==> src/rtl/rzc_pkg.sv <==
package rzc_pkg;
  localparam int ACC_W = 32;
  typedef logic signed [ACC_W-1:0] acc_t;

  typedef struct packed {
    acc_t sin_v;
    acc_t cos_v;
    acc_t zoom_v;
    acc_t crop_x;
    acc_t crop_y;
  } xform_t;
endpackage

==> src/rtl/rzc_raster_scan.sv <==
module rzc_raster_scan
  import rzc_pkg::*;
#(
  parameter int OUT_W  = 16,
  parameter int OUT_H  = 12,
  parameter int TRIG_W = 10,
  parameter int ZOOM_W = 12,
  parameter int CXW    = 5,
  parameter int CYW    = 5
) (
  input  logic                     clk,
  input  logic                     rst,
  input  logic                     start,
  input  logic                     pipe_busy,
  input  logic signed [TRIG_W-1:0] sin_i,
  input  logic signed [TRIG_W-1:0] cos_i,
  input  logic [ZOOM_W-1:0]        zoom_i,
  input  logic [CXW-1:0]           crop_x_i,
  input  logic [CYW-1:0]           crop_y_i,
  output logic                     active_o,
  output logic                     last_o,
  output acc_t                     dx_o,
  output acc_t                     dy_o,
  output acc_t                     sin_o,
  output acc_t                     cos_o,
  output acc_t                     zoom_o,
  output acc_t                     crop_x_o,
  output acc_t                     crop_y_o
);
  localparam int CW = (OUT_W > 1) ? $clog2(OUT_W) : 1;
  localparam int RW = (OUT_H > 1) ? $clog2(OUT_H) : 1;
  localparam logic [CW-1:0] LAST_COL = CW'(OUT_W - 1);
  localparam logic [RW-1:0] LAST_ROW = RW'(OUT_H - 1);
  localparam int HALF_W = OUT_W / 2;
  localparam int HALF_H = OUT_H / 2;

  logic [CW-1:0] col_q;
  logic [RW-1:0] row_q;
  logic          active_q;
  xform_t        xf_q;
  logic          accept;
  logic          end_col;
  logic          end_row;

  assign accept  = start && !active_q && !pipe_busy;
  assign end_col = (col_q == LAST_COL);
  assign end_row = (row_q == LAST_ROW);

  always_ff @(posedge clk) begin
    if (rst) begin
      active_q <= 1'b0;
      col_q    <= '0;
      row_q    <= '0;
      xf_q     <= '0;
    end else if (accept) begin
      active_q    <= 1'b1;
      col_q       <= '0;
      row_q       <= '0;
      xf_q.sin_v  <= acc_t'(sin_i);
      xf_q.cos_v  <= acc_t'(cos_i);
      xf_q.zoom_v <= acc_t'(zoom_i);
      xf_q.crop_x <= acc_t'(crop_x_i);
      xf_q.crop_y <= acc_t'(crop_y_i);
    end else if (active_q) begin
      if (end_col) begin
        col_q <= '0;
        if (end_row) active_q <= 1'b0;
        else         row_q <= row_q + RW'(1);
      end else begin
        col_q <= col_q + CW'(1);
      end
    end
  end

  assign active_o = active_q;
  assign last_o   = active_q && end_col && end_row;
  assign dx_o     = acc_t'(col_q) - acc_t'(HALF_W);
  assign dy_o     = acc_t'(row_q) - acc_t'(HALF_H);
  assign sin_o    = xf_q.sin_v;
  assign cos_o    = xf_q.cos_v;
  assign zoom_o   = xf_q.zoom_v;
  assign crop_x_o = xf_q.crop_x;
  assign crop_y_o = xf_q.crop_y;

  AST_PARAMS_HELD: assert property (@(posedge clk) disable iff (rst)
    (active_q && start) |=> $stable(xf_q));

  AST_RASTER_WRAP: assert property (@(posedge clk) disable iff (rst)
    (active_q && end_col && !end_row) |=>
      (active_q && col_q == '0 && row_q == ($past(row_q) + RW'(1))));
endmodule

==> src/rtl/rzc_rotate.sv <==
module rzc_rotate
  import rzc_pkg::*;
#(
  parameter int FRAC = 8
) (
  input  logic clk,
  input  logic rst,
  input  logic valid_i,
  input  logic last_i,
  input  acc_t dx_i,
  input  acc_t dy_i,
  input  acc_t sin_i,
  input  acc_t cos_i,
  output logic valid_o,
  output logic last_o,
  output logic busy_o,
  output acc_t u_o,
  output acc_t v_o
);
  localparam acc_t ONE = acc_t'(1) <<< FRAC;

  logic v1_q, l1_q, v2_q, l2_q;
  acc_t p_cx_q, p_sy_q, p_sx_q, p_cy_q;
  acc_t u_q, v_q;

  // stage 1: the four products
  always_ff @(posedge clk) begin
    if (rst) begin
      v1_q <= 1'b0;
      l1_q <= 1'b0;
    end else begin
      v1_q <= valid_i;
      l1_q <= last_i && valid_i;
    end
    p_cx_q <= cos_i * dx_i;
    p_sy_q <= sin_i * dy_i;
    p_sx_q <= sin_i * dx_i;
    p_cy_q <= cos_i * dy_i;
  end

  // stage 2: combine into rotated offsets
  always_ff @(posedge clk) begin
    if (rst) begin
      v2_q <= 1'b0;
      l2_q <= 1'b0;
    end else begin
      v2_q <= v1_q;
      l2_q <= l1_q;
    end
    u_q <= p_cx_q + p_sy_q;
    v_q <= p_cy_q - p_sx_q;
  end

  assign valid_o = v2_q;
  assign last_o  = l2_q;
  assign busy_o  = v1_q || v2_q;
  assign u_o     = u_q;
  assign v_o     = v_q;

  AST_ANGLE_ZERO: assert property (@(posedge clk) disable iff (rst)
    (v2_q && sin_i == '0 && cos_i == ONE) |->
      (u_q == ($past(dx_i, 2) <<< FRAC) && v_q == ($past(dy_i, 2) <<< FRAC)));
endmodule

==> src/rtl/rzc_scale_offset.sv <==
module rzc_scale_offset
  import rzc_pkg::*;
#(
  parameter int FRAC = 8
) (
  input  logic clk,
  input  logic rst,
  input  logic valid_i,
  input  logic last_i,
  input  acc_t u_i,
  input  acc_t v_i,
  input  acc_t zoom_i,
  input  acc_t crop_x_i,
  input  acc_t crop_y_i,
  output logic valid_o,
  output logic last_o,
  output acc_t sx_o,
  output acc_t sy_o
);
  localparam acc_t ONE = acc_t'(1) <<< FRAC;

  acc_t prod_u, prod_v;
  logic v_q, l_q;
  acc_t sx_q, sy_q;

  always_comb begin
    prod_u = u_i * zoom_i;
    prod_v = v_i * zoom_i;
  end

  always_ff @(posedge clk) begin
    if (rst) begin
      v_q <= 1'b0;
      l_q <= 1'b0;
    end else begin
      v_q <= valid_i;
      l_q <= last_i && valid_i;
    end
    sx_q <= (crop_x_i <<< FRAC) + (prod_u >>> FRAC);
    sy_q <= (crop_y_i <<< FRAC) + (prod_v >>> FRAC);
  end

  assign valid_o = v_q;
  assign last_o  = l_q;
  assign sx_o    = sx_q;
  assign sy_o    = sy_q;

  AST_UNIT_ZOOM: assert property (@(posedge clk) disable iff (rst)
    (v_q && zoom_i == ONE) |->
      (sx_q == $past(u_i) + (crop_x_i <<< FRAC) &&
       sy_q == $past(v_i) + (crop_y_i <<< FRAC)));
endmodule

==> src/rtl/rzc_addr_flatten.sv <==
module rzc_addr_flatten
  import rzc_pkg::*;
#(
  parameter int FRAC    = 8,
  parameter int IN_W    = 32,
  parameter int IN_H    = 24,
  parameter int COORD_W = 12,
  parameter int ADDR_W  = 10
) (
  input  logic                      clk,
  input  logic                      rst,
  input  logic                      valid_i,
  input  logic                      last_i,
  input  acc_t                      sx_i,
  input  acc_t                      sy_i,
  output logic                      valid_o,
  output logic                      finish_o,
  output logic                      oor_o,
  output logic signed [COORD_W-1:0] col0_o,
  output logic signed [COORD_W-1:0] col1_o,
  output logic signed [COORD_W-1:0] row0_o,
  output logic signed [COORD_W-1:0] row1_o,
  output logic [FRAC-1:0]           wt_col_o,
  output logic [FRAC-1:0]           wt_row_o,
  output logic [ADDR_W-1:0]         addr_tl_o,
  output logic [ADDR_W-1:0]         addr_tr_o,
  output logic [ADDR_W-1:0]         addr_bl_o,
  output logic [ADDR_W-1:0]         addr_br_o
);
  localparam acc_t WIDTH  = acc_t'(IN_W);
  localparam acc_t MAX_X0 = acc_t'(IN_W - 2);
  localparam acc_t MAX_Y0 = acc_t'(IN_H - 2);

  acc_t x0_c, x1_c, y0_c, y1_c;
  logic oor_c;

  always_comb begin
    x0_c  = sx_i >>> FRAC;
    y0_c  = sy_i >>> FRAC;
    x1_c  = x0_c + acc_t'(1);
    y1_c  = y0_c + acc_t'(1);
    oor_c = (x0_c < 0) || (x0_c > MAX_X0) || (y0_c < 0) || (y0_c > MAX_Y0);
  end

  always_ff @(posedge clk) begin
    if (rst) begin
      valid_o  <= 1'b0;
      finish_o <= 1'b0;
    end else begin
      valid_o  <= valid_i;
      finish_o <= last_i && valid_i;
    end
    oor_o    <= oor_c;
    col0_o   <= COORD_W'(x0_c);
    col1_o   <= COORD_W'(x1_c);
    row0_o   <= COORD_W'(y0_c);
    row1_o   <= COORD_W'(y1_c);
    wt_col_o <= sx_i[FRAC-1:0];
    wt_row_o <= sy_i[FRAC-1:0];
    if (oor_c) begin
      addr_tl_o <= '0;
      addr_tr_o <= '0;
      addr_bl_o <= '0;
      addr_br_o <= '0;
    end else begin
      addr_tl_o <= ADDR_W'(y0_c * WIDTH + x0_c);
      addr_tr_o <= ADDR_W'(y0_c * WIDTH + x1_c);
      addr_bl_o <= ADDR_W'(y1_c * WIDTH + x0_c);
      addr_br_o <= ADDR_W'(y1_c * WIDTH + x1_c);
    end
  end

  AST_QUIET_AFTER_RESET: assert property (@(posedge clk) disable iff (rst)
    $past(rst) |-> (!valid_o && !finish_o));

  AST_FINISH_WITH_VALID: assert property (@(posedge clk) disable iff (rst)
    finish_o |-> valid_o);

  AST_IN_RANGE: assert property (@(posedge clk) disable iff (rst)
    (valid_o && !oor_o) |->
      (col0_o >= 0 && row0_o >= 0 &&
       col1_o <= COORD_W'(IN_W - 1) && row1_o <= COORD_W'(IN_H - 1)));

  AST_NEIGHBOUR_ADDR: assert property (@(posedge clk) disable iff (rst)
    (valid_o && !oor_o) |->
      (addr_tr_o == addr_tl_o + ADDR_W'(1) &&
       addr_bl_o == addr_tl_o + ADDR_W'(IN_W) &&
       addr_br_o == addr_bl_o + ADDR_W'(1)));
endmodule

==> src/rtl/rzc_addr_gen.sv <==
module rzc_addr_gen
  import rzc_pkg::*;
#(
  parameter int OUT_W   = 16,
  parameter int OUT_H   = 12,
  parameter int IN_W    = 32,
  parameter int IN_H    = 24,
  parameter int FRAC    = 8,
  parameter int TRIG_W  = 10,
  parameter int ZOOM_W  = 12,
  parameter int COORD_W = 12,
  localparam int CXW    = $clog2(IN_W),
  localparam int CYW    = $clog2(IN_H),
  localparam int ADDR_W = $clog2(IN_W * IN_H)
) (
  input  logic                      clk,
  input  logic                      rst,
  input  logic                      start,
  input  logic signed [TRIG_W-1:0]  sin_in,
  input  logic signed [TRIG_W-1:0]  cos_in,
  input  logic [ZOOM_W-1:0]         zoom_in,
  input  logic [CXW-1:0]            crop_col,
  input  logic [CYW-1:0]            crop_row,
  output logic                      busy,
  output logic                      out_valid,
  output logic                      out_finish,
  output logic                      out_oor,
  output logic signed [COORD_W-1:0] src_col0,
  output logic signed [COORD_W-1:0] src_col1,
  output logic signed [COORD_W-1:0] src_row0,
  output logic signed [COORD_W-1:0] src_row1,
  output logic [FRAC-1:0]           wt_col,
  output logic [FRAC-1:0]           wt_row,
  output logic [ADDR_W-1:0]         addr_tl,
  output logic [ADDR_W-1:0]         addr_tr,
  output logic [ADDR_W-1:0]         addr_bl,
  output logic [ADDR_W-1:0]         addr_br
);
  logic scan_active, scan_last;
  acc_t dx, dy, sin_l, cos_l, zoom_l, cx_l, cy_l;
  logic rot_valid, rot_last, rot_busy;
  acc_t u, v;
  logic sc_valid, sc_last;
  acc_t sx, sy;
  logic pipe_busy;

  assign pipe_busy = rot_busy || sc_valid || out_valid;
  assign busy      = scan_active || pipe_busy;

  rzc_raster_scan #(
    .OUT_W(OUT_W), .OUT_H(OUT_H), .TRIG_W(TRIG_W), .ZOOM_W(ZOOM_W),
    .CXW(CXW), .CYW(CYW)
  ) u_scan (
    .clk(clk), .rst(rst), .start(start), .pipe_busy(pipe_busy),
    .sin_i(sin_in), .cos_i(cos_in), .zoom_i(zoom_in),
    .crop_x_i(crop_col), .crop_y_i(crop_row),
    .active_o(scan_active), .last_o(scan_last), .dx_o(dx), .dy_o(dy),
    .sin_o(sin_l), .cos_o(cos_l), .zoom_o(zoom_l),
    .crop_x_o(cx_l), .crop_y_o(cy_l)
  );

  rzc_rotate #(.FRAC(FRAC)) u_rot (
    .clk(clk), .rst(rst), .valid_i(scan_active), .last_i(scan_last),
    .dx_i(dx), .dy_i(dy), .sin_i(sin_l), .cos_i(cos_l),
    .valid_o(rot_valid), .last_o(rot_last), .busy_o(rot_busy),
    .u_o(u), .v_o(v)
  );

  rzc_scale_offset #(.FRAC(FRAC)) u_scale (
    .clk(clk), .rst(rst), .valid_i(rot_valid), .last_i(rot_last),
    .u_i(u), .v_i(v), .zoom_i(zoom_l), .crop_x_i(cx_l), .crop_y_i(cy_l),
    .valid_o(sc_valid), .last_o(sc_last), .sx_o(sx), .sy_o(sy)
  );

  rzc_addr_flatten #(
    .FRAC(FRAC), .IN_W(IN_W), .IN_H(IN_H), .COORD_W(COORD_W), .ADDR_W(ADDR_W)
  ) u_flat (
    .clk(clk), .rst(rst), .valid_i(sc_valid), .last_i(sc_last),
    .sx_i(sx), .sy_i(sy),
    .valid_o(out_valid), .finish_o(out_finish), .oor_o(out_oor),
    .col0_o(src_col0), .col1_o(src_col1), .row0_o(src_row0), .row1_o(src_row1),
    .wt_col_o(wt_col), .wt_row_o(wt_row),
    .addr_tl_o(addr_tl), .addr_tr_o(addr_tr), .addr_bl_o(addr_bl), .addr_br_o(addr_br)
  );

  AST_START_LATENCY: assert property (@(posedge clk) disable iff (rst)
    (start && !busy) |=> scan_active);
endmodule

==> config.mk <==
export PLATFORM = sky130hd
export DESIGN_NAME = rzc_addr_gen
export DESIGN_NICKNAME = d
export VERILOG_FILES = /design/src/rtl/rzc_pkg.sv /design/src/rtl/rzc_raster_scan.sv /design/src/rtl/rzc_rotate.sv /design/src/rtl/rzc_scale_offset.sv /design/src/rtl/rzc_addr_flatten.sv /design/src/rtl/rzc_addr_gen.sv
export SDC_FILE = /design/constraint.sdc
export NUM_CORES = 2
export LEC_CHECK = 0
export BUFFER_PORTS_ARGS = -buffer_cell sky130_fd_sc_hd__buf_2
export CORE_MARGIN = 4
export CORE_UTILIZATION = 39
export CTS_CLUSTER_DIAMETER = 200
export DETAILED_ROUTE_END_ITERATION = 10
export PLACE_DENSITY = 0.65
export SLEW_MARGIN = 40
export SYNTH_ARGS = -nofsm -noshare
export SYNTH_HDL_FRONTEND = slang
export SYNTH_SLANG_ARGS = --single-unit
==> constraint.sdc <==
create_clock -name clk -period 9.6 [get_ports clk]
set_input_delay 1.92 -clock clk [delete_from_list [all_inputs] [get_ports clk]]
set_output_delay 1.92 -clock clk [all_outputs]
set_load 0.02 [all_outputs]
After elaboration in Yosys (flattened, before gate mapping)
Index checks and enable logic that the tools add are counted.
{"block": "classes", "mux": 5, "n_reduce_logical": 18, "addsub": 14, "eq_ne": 2, "div_mod_pow": 0, "n_lt_le_gt_ge": 4, "bitwise": 1, "mul": 6, "n_shift": 0}
{"operator": "32-bit by 13-bit multiplier with 32-bit output", "n": 2}
{"operator": "10-bit by 5-bit multiplier with 15-bit output", "n": 4}
{"operator": "14-bit by 24-bit adder with 25-bit output", "n": 2}
{"operator": "10-bit adder", "n": 4}
{"operator": "17-bit by 6-bit greater-than comparator with 1-bit output (second input constant)", "n": 2}
{"operator": "17-bit by 1-bit < comparator with 1-bit output (second input constant)", "n": 2}
{"operator": "32-bit adder", "n": 1}
{"operator": "32-bit subtractor", "n": 1}
{"operator": "12-bit by 2-bit adder with 12-bit output (second input constant)", "n": 2}
{"operator": "4-bit by 1-bit adder with 4-bit output (second input constant)", "n": 2}
{"operator": "4-bit equality test (second input constant)", "n": 2}
{"operator": "1-bit logical AND", "n": 7}
{"operator": "1-bit logical OR", "n": 7}
{"operator": "4-bit by 3-bit subtractor with 5-bit output (second input constant)", "n": 1}
{"operator": "4-bit by 4-bit subtractor with 5-bit output (second input constant)", "n": 1}
{"operator": "1-bit 2-to-1 mux", "n": 4}
{"operator": "4-bit 2-to-1 mux", "n": 1}
{"operator": "3-bit AND reduction", "n": 1}
{"operator": "1-bit zero test", "n": 2}
{"operator": "2-bit OR reduction", "n": 1}
{"operator": "1-bit inverter", "n": 1}
{"block": "totals", "mem_bits_rw": 0, "output_inout_bits": 108, "latch_bits": 0, "rom_bits": 0, "wordCells": 85, "in_bits": 45, "reg_bits": 406, "memories": 0}

Logic depth before layout (Yosys ltp)
{"block": "depth", "depth_word": 6, "depth_mapped": 34, "mapped_depth_nobuf": 31}

Hierarchy
Synthesis repeated with hierarchy kept, for this count alone.
{"block": "hier_totals", "hier_cells": 12533, "area_unflattened_um2": 114110.7}
{"mod": "rzc_rotate", "area_each_um2": 72147.9, "seq_area_each_um2": 3923.8, "cells_per_inst": 7930, "instances": 1}
{"mod": "rzc_scale_offset", "area_each_um2": 35397.7, "seq_area_each_um2": 1321.3, "cells_per_inst": 3908, "instances": 1}
{"mod": "rzc_raster_scan", "area_each_um2": 3308.2, "seq_area_each_um2": 1021.0, "cells_per_inst": 416, "instances": 1}
{"mod": "rzc_addr_flatten", "area_each_um2": 3241.9, "seq_area_each_um2": 1941.9, "cells_per_inst": 277, "instances": 1}
{"mod": "rzc_addr_gen", "area_each_um2": 15.0, "seq_area_each_um2": 0.0, "cells_per_inst": 2, "instances": 1}

Worst setup path before layout
No wires, ideal clock.
{"block": "synth_path", "path_kind": "register to register", "startpoint": "reg u_scan.xf_q, in the netlist u_scan.zoom_o[4]", "endpoint": "reg u_scale.sx_q[20], in the netlist u_scale.sx_o[20]", "arrival_time_ps": 7458, "setup_ps": 72, "required_time_ps": 9528, "synth_period_minus_slack_ps": 7529, "path_stages_with_launch": 33, "slack_ps": 2071, "path_cell_list": "dfxtp_1 -> clkbuf_1 -> clkbuf_1 -> nand2_1 -> fa_1 -> inv_1 -> fa_1 -> inv_1 -> fa_1 -> inv_1 -> fa_1 -> fa_1 -> ha_1 -> a211o_1 -> or3b_4 -> a21oi_4 -> o31ai_2 -> a21oi_1 -> nor2b_1 -> nor2_1 -> xnor2_1 -> inv_1 -> fa_1 -> inv_1 -> a21oi_1 -> o21bai_1 -> a21o_1 -> o31ai_1 -> or4_1 -> buf_2 -> or3_1 -> nand3_1 -> xor2_1"}
{"block": "synth_via", "elab_chain_cells": 2}
{"item": "from (decl)", "line": "rzc_raster_scan.sv:40", "text": "xform_t xf_q;"}
{"item": "32-bit by 13-bit multiplier with 32-bit output", "line": "rzc_scale_offset.sv:27", "text": "prod_u = u_i * zoom_i;"}
{"item": "14-bit by 24-bit adder with 25-bit output", "line": "rzc_scale_offset.sv:39", "text": "sx_q <= (crop_x_i <<< FRAC) + (prod_u >>> FRAC);"}
{"item": "to (signal assigned)", "line": "rzc_scale_offset.sv:39"}
{"item": "to (decl)", "line": "rzc_scale_offset.sv:24", "text": "acc_t sx_q, sy_q;"}
No other way between the ends.
A chain may end at the register's enable or synchronous reset.

Worst setup path in the final report
{"block": "layout_path", "startpoint": "reg u_scan.xf_q, in the netlist u_scan.zoom_o[3]", "endpoint": "reg u_scale.sy_q[18], in the netlist u_scale.sy_o[18]"}
{"block": "layout_via", "elab_chain_cells": 2}
{"item": "32-bit by 13-bit multiplier with 32-bit output", "line": "rzc_scale_offset.sv:28", "text": "prod_v = v_i * zoom_i;"}
{"item": "14-bit by 24-bit adder with 25-bit output", "line": "rzc_scale_offset.sv:40", "text": "sy_q <= (crop_y_i <<< FRAC) + (prod_v >>> FRAC);"}
{"item": "to (signal assigned)", "line": "rzc_scale_offset.sv:40"}
{"item": "to (decl)", "line": "rzc_scale_offset.sv:24"}
No other way between the ends.

==> impl_metrics.ini <==
[status]
status = finished clean

[cells_and_area]
layout.cells.non_filler = 5389
layout_common_cells = inv_1 (819), fa_1 (620), nand2_1 (582), and2_1 (337), dfxtp_1 (318)
fin_util_pct = 42.48
synthToLayoutAreaGrowth_pct = 7.954
final_common_cell = inv_1
fin_nets = 5070
drive_above_1_share_pct = 6.655
fill_cells = 9244

[route]
drt-vias-per-instance = 4.793
wl_per_cell_um = 15.94
wl_met1_um = 38960
antenna_left = 0
dr.pass1.iters = 5
via_count = 25830
drc = 0
wl_met2_um = 38500
dr_wl_met3_um = 6869
top_layer_used = met5
drtIter0Drc = 1300
finalWirelength_um = 85900

[timing]
finalMaxSlewViolations = 0
worst_pin_slew_ns = 0.9288
finalSetupTns_ns = 0
fmax_mhz = 125.9
hold_ws_ns = 0.3262
hold_viol = 0
max_slew_margin_pct = 38.00
setup_violations = 0
period_minus_slack_ns = 7.941
skew_ns = 0.04203
rsz0062_at_grt = no
fin_crit_sh_pct = 82.72

[cts]
postCtsSetupRepairBufs = 0
htreeDepth = 2
clockBufferDepth = 3
root_buffer = clkbuf_16
path_clk_slew_ns = 0.06
cts_sinks = 328
cts_tree = done
ctsHoldBuffers = 0
cts_buffers = 37
clkLatencyLatePin_ns = 0.57
cts_resized = 0

[yosys]
ys_ff_latch = 328
async_flop_share_pct = 0
synthCells = 4093
ys.flop_type = dfxtp_1
syn_area_per_cell_um2 = 8.986
synth.distinct_cells = 66
yosysWarnings = 0
synth_fp_nets = 5055
synthesis.area_um2 = 36780
yosysSeqAreaShare_pct = 17.85
synth_edf_count = 0

[grt]
antenna_found_initial = 9
grt_pass1_wl_um = 141000
grt_usage_pct = 17.75
grt.overflow.total = 0
grt_max_degree = 51
grt_pass1_vias = 26500

[worst_setup_path]
slowest_delay_ns = 0.75
cp.required_ns = 10.06
cpMaxStageDelayCell = dfxtp_2
worstSetupStartpointType = flop
crit_fanout = 33
cp.arrival_ns = 8.41
critPathCaptureType = flop
critical_path_class = reg -> reg

[place]
detailed_place_hpwl_um = 68180
dp.cells = 5323
port-buffer-count = 152
gp_congestion = 0.8837

[power]
total_power_mw = 10.05
p_leak_nw = 19.50
ir_drop_uv = 146.8
p_per_area_nw_per_um2 = 253.0

[floorplanning]
die-area_um2 = 99280
pin_count = 153
dieWidth_um = 315.1
die_h_um = 315.1
initial_core_util_pct = 39.35
rows = 112
core-area_um2 = 93470

[job]
cap_violations = 0

[hold_path]
hold_path_class = reg -> reg
## sequential cells by signal (all words and copies together) (netlist names), 15 cells and up
| name | count |
|---|---|
| u_rot.p_sy_q | 15 |
| u_rot.p_cy_q | 15 |
| u_rot.v_o | 32 |
| u_scale.sx_o | 25 |
| u_scale.sy_o | 25 |
| u_rot.u_o | 32 |
| u_rot.p_cx_q | 15 |
| u_rot.p_sx_q | 15 |
## where the power goes
| group | switching (mW) | total (mW) | internal, mW |
|---|---|---|---|
| Sequential | 0.695 | 2.59 | 1.90 |
| Clock | 0.609 | 1.40 | 0.788 |
| Combinational | 3.56 | 6.06 | 2.50 |
## cell usage after synthesis (12+ instances only)
library cell  instances  share of area (%)
a21boi_0             15               0.31
clkbuf_1            185                1.9
nor4_1               13               0.22
nand3_1              24               0.33
nor3_1               31               0.42
and2_1              338                5.7
dfxtp_1             328                 18
a21o_1               33               0.67
and3_1               21               0.36
a21oi_1             126                1.7
ha_1                297                 10
inv_1               819                8.4
o21a_1               16               0.33
xor2_1               60                1.4
nor2b_1              43               0.73
nor2_1              110                1.1
fa_1                620                 34
or2_2                18               0.31
nand2b_1             37               0.63
nand4_1              12               0.20
o21ai_0              78                1.1
o21bai_1             13               0.27
xnor2_1             159                3.8
nand2_1             583                5.9
## final cells by class
| cell class | instances | area (um2) | share of cell area, % |
|---|---|---|---|
| clock buffer | 44 | 1012 | 2.549 |
| timing repair buffer | 175 | 933.4 | 2.351 |
| tap | 1254 | 1569 | 3.952 |
| clock inverter | 19 | 165.2 | 0.4160 |
| inverter | 819 | 3074 | 7.743 |
| antenna | 3 | 7.507 | 0.01891 |
| sequential | 328 | 6579 | 16.57 |
| multi-input combinational | 2747 | 26360 | 66.40 |
## routing by layer
metal,track usage [%],vias to the layer above
met1,24.44,12780
li1,-,12280
met3,4.417,92
met2,28.56,675
met5,0,-
met4,3.476,4
## stage by stage
step	worst slack, ns	cell area, um2
3_5_place_dp	1.650	38520
2_1_floorplan	2.071	36780
4_1_cts	1.611	39700
6_report	1.659	39700
3_3_place_gp	1.816	38500
5_1_grt	0.9481	39700
## worst max-delay path: cells and delay by family (launching register included)
| family | cells | cell delay, ns |
|---|---|---|
| compound gates | 8 | 1.65 |
| fa+ha+maj | 7 | 3.02 |
| xor+xnor | 2 | 0.37 |
| simple gates | 7 | 1.22 |
| flops | 1 | 0.75 |
| buf+inv | 7 | 0.82 |
## final timing paths
kind                                               startpoint                         end  slack [ns]  depth (start not counted)
worst min register to register        u_scale.sy_o[6]$_DFF_P_  u_flat.wt_row_o[6]$_DFF_P_        0.33                          0
worst max-delay path            u_scan.zoom_o[3]$_SDFFE_PP0P_    u_scale.sy_o[18]$_DFF_P_        1.66                         31
worst max register to register  u_scan.zoom_o[3]$_SDFFE_PP0P_    u_scale.sy_o[18]$_DFF_P_        1.66                         31
worst min-delay path                  u_scale.sy_o[6]$_DFF_P_  u_flat.wt_row_o[6]$_DFF_P_        0.33                          0
## kinds of logic after synthesis
group,Yosys count,share of synthesized area (%)
and+or+nand+nor,1259,16.65
buffers and inverters,1018,10.51
adders and majority gates,917,43.85
AOI/OAI and AO/OA,350,5.868
DFF,328,17.85
xor gates and xnor gates,219,5.215
muxes,2,0.05443
Note: power is estimated with default switching activity, not from simulation.
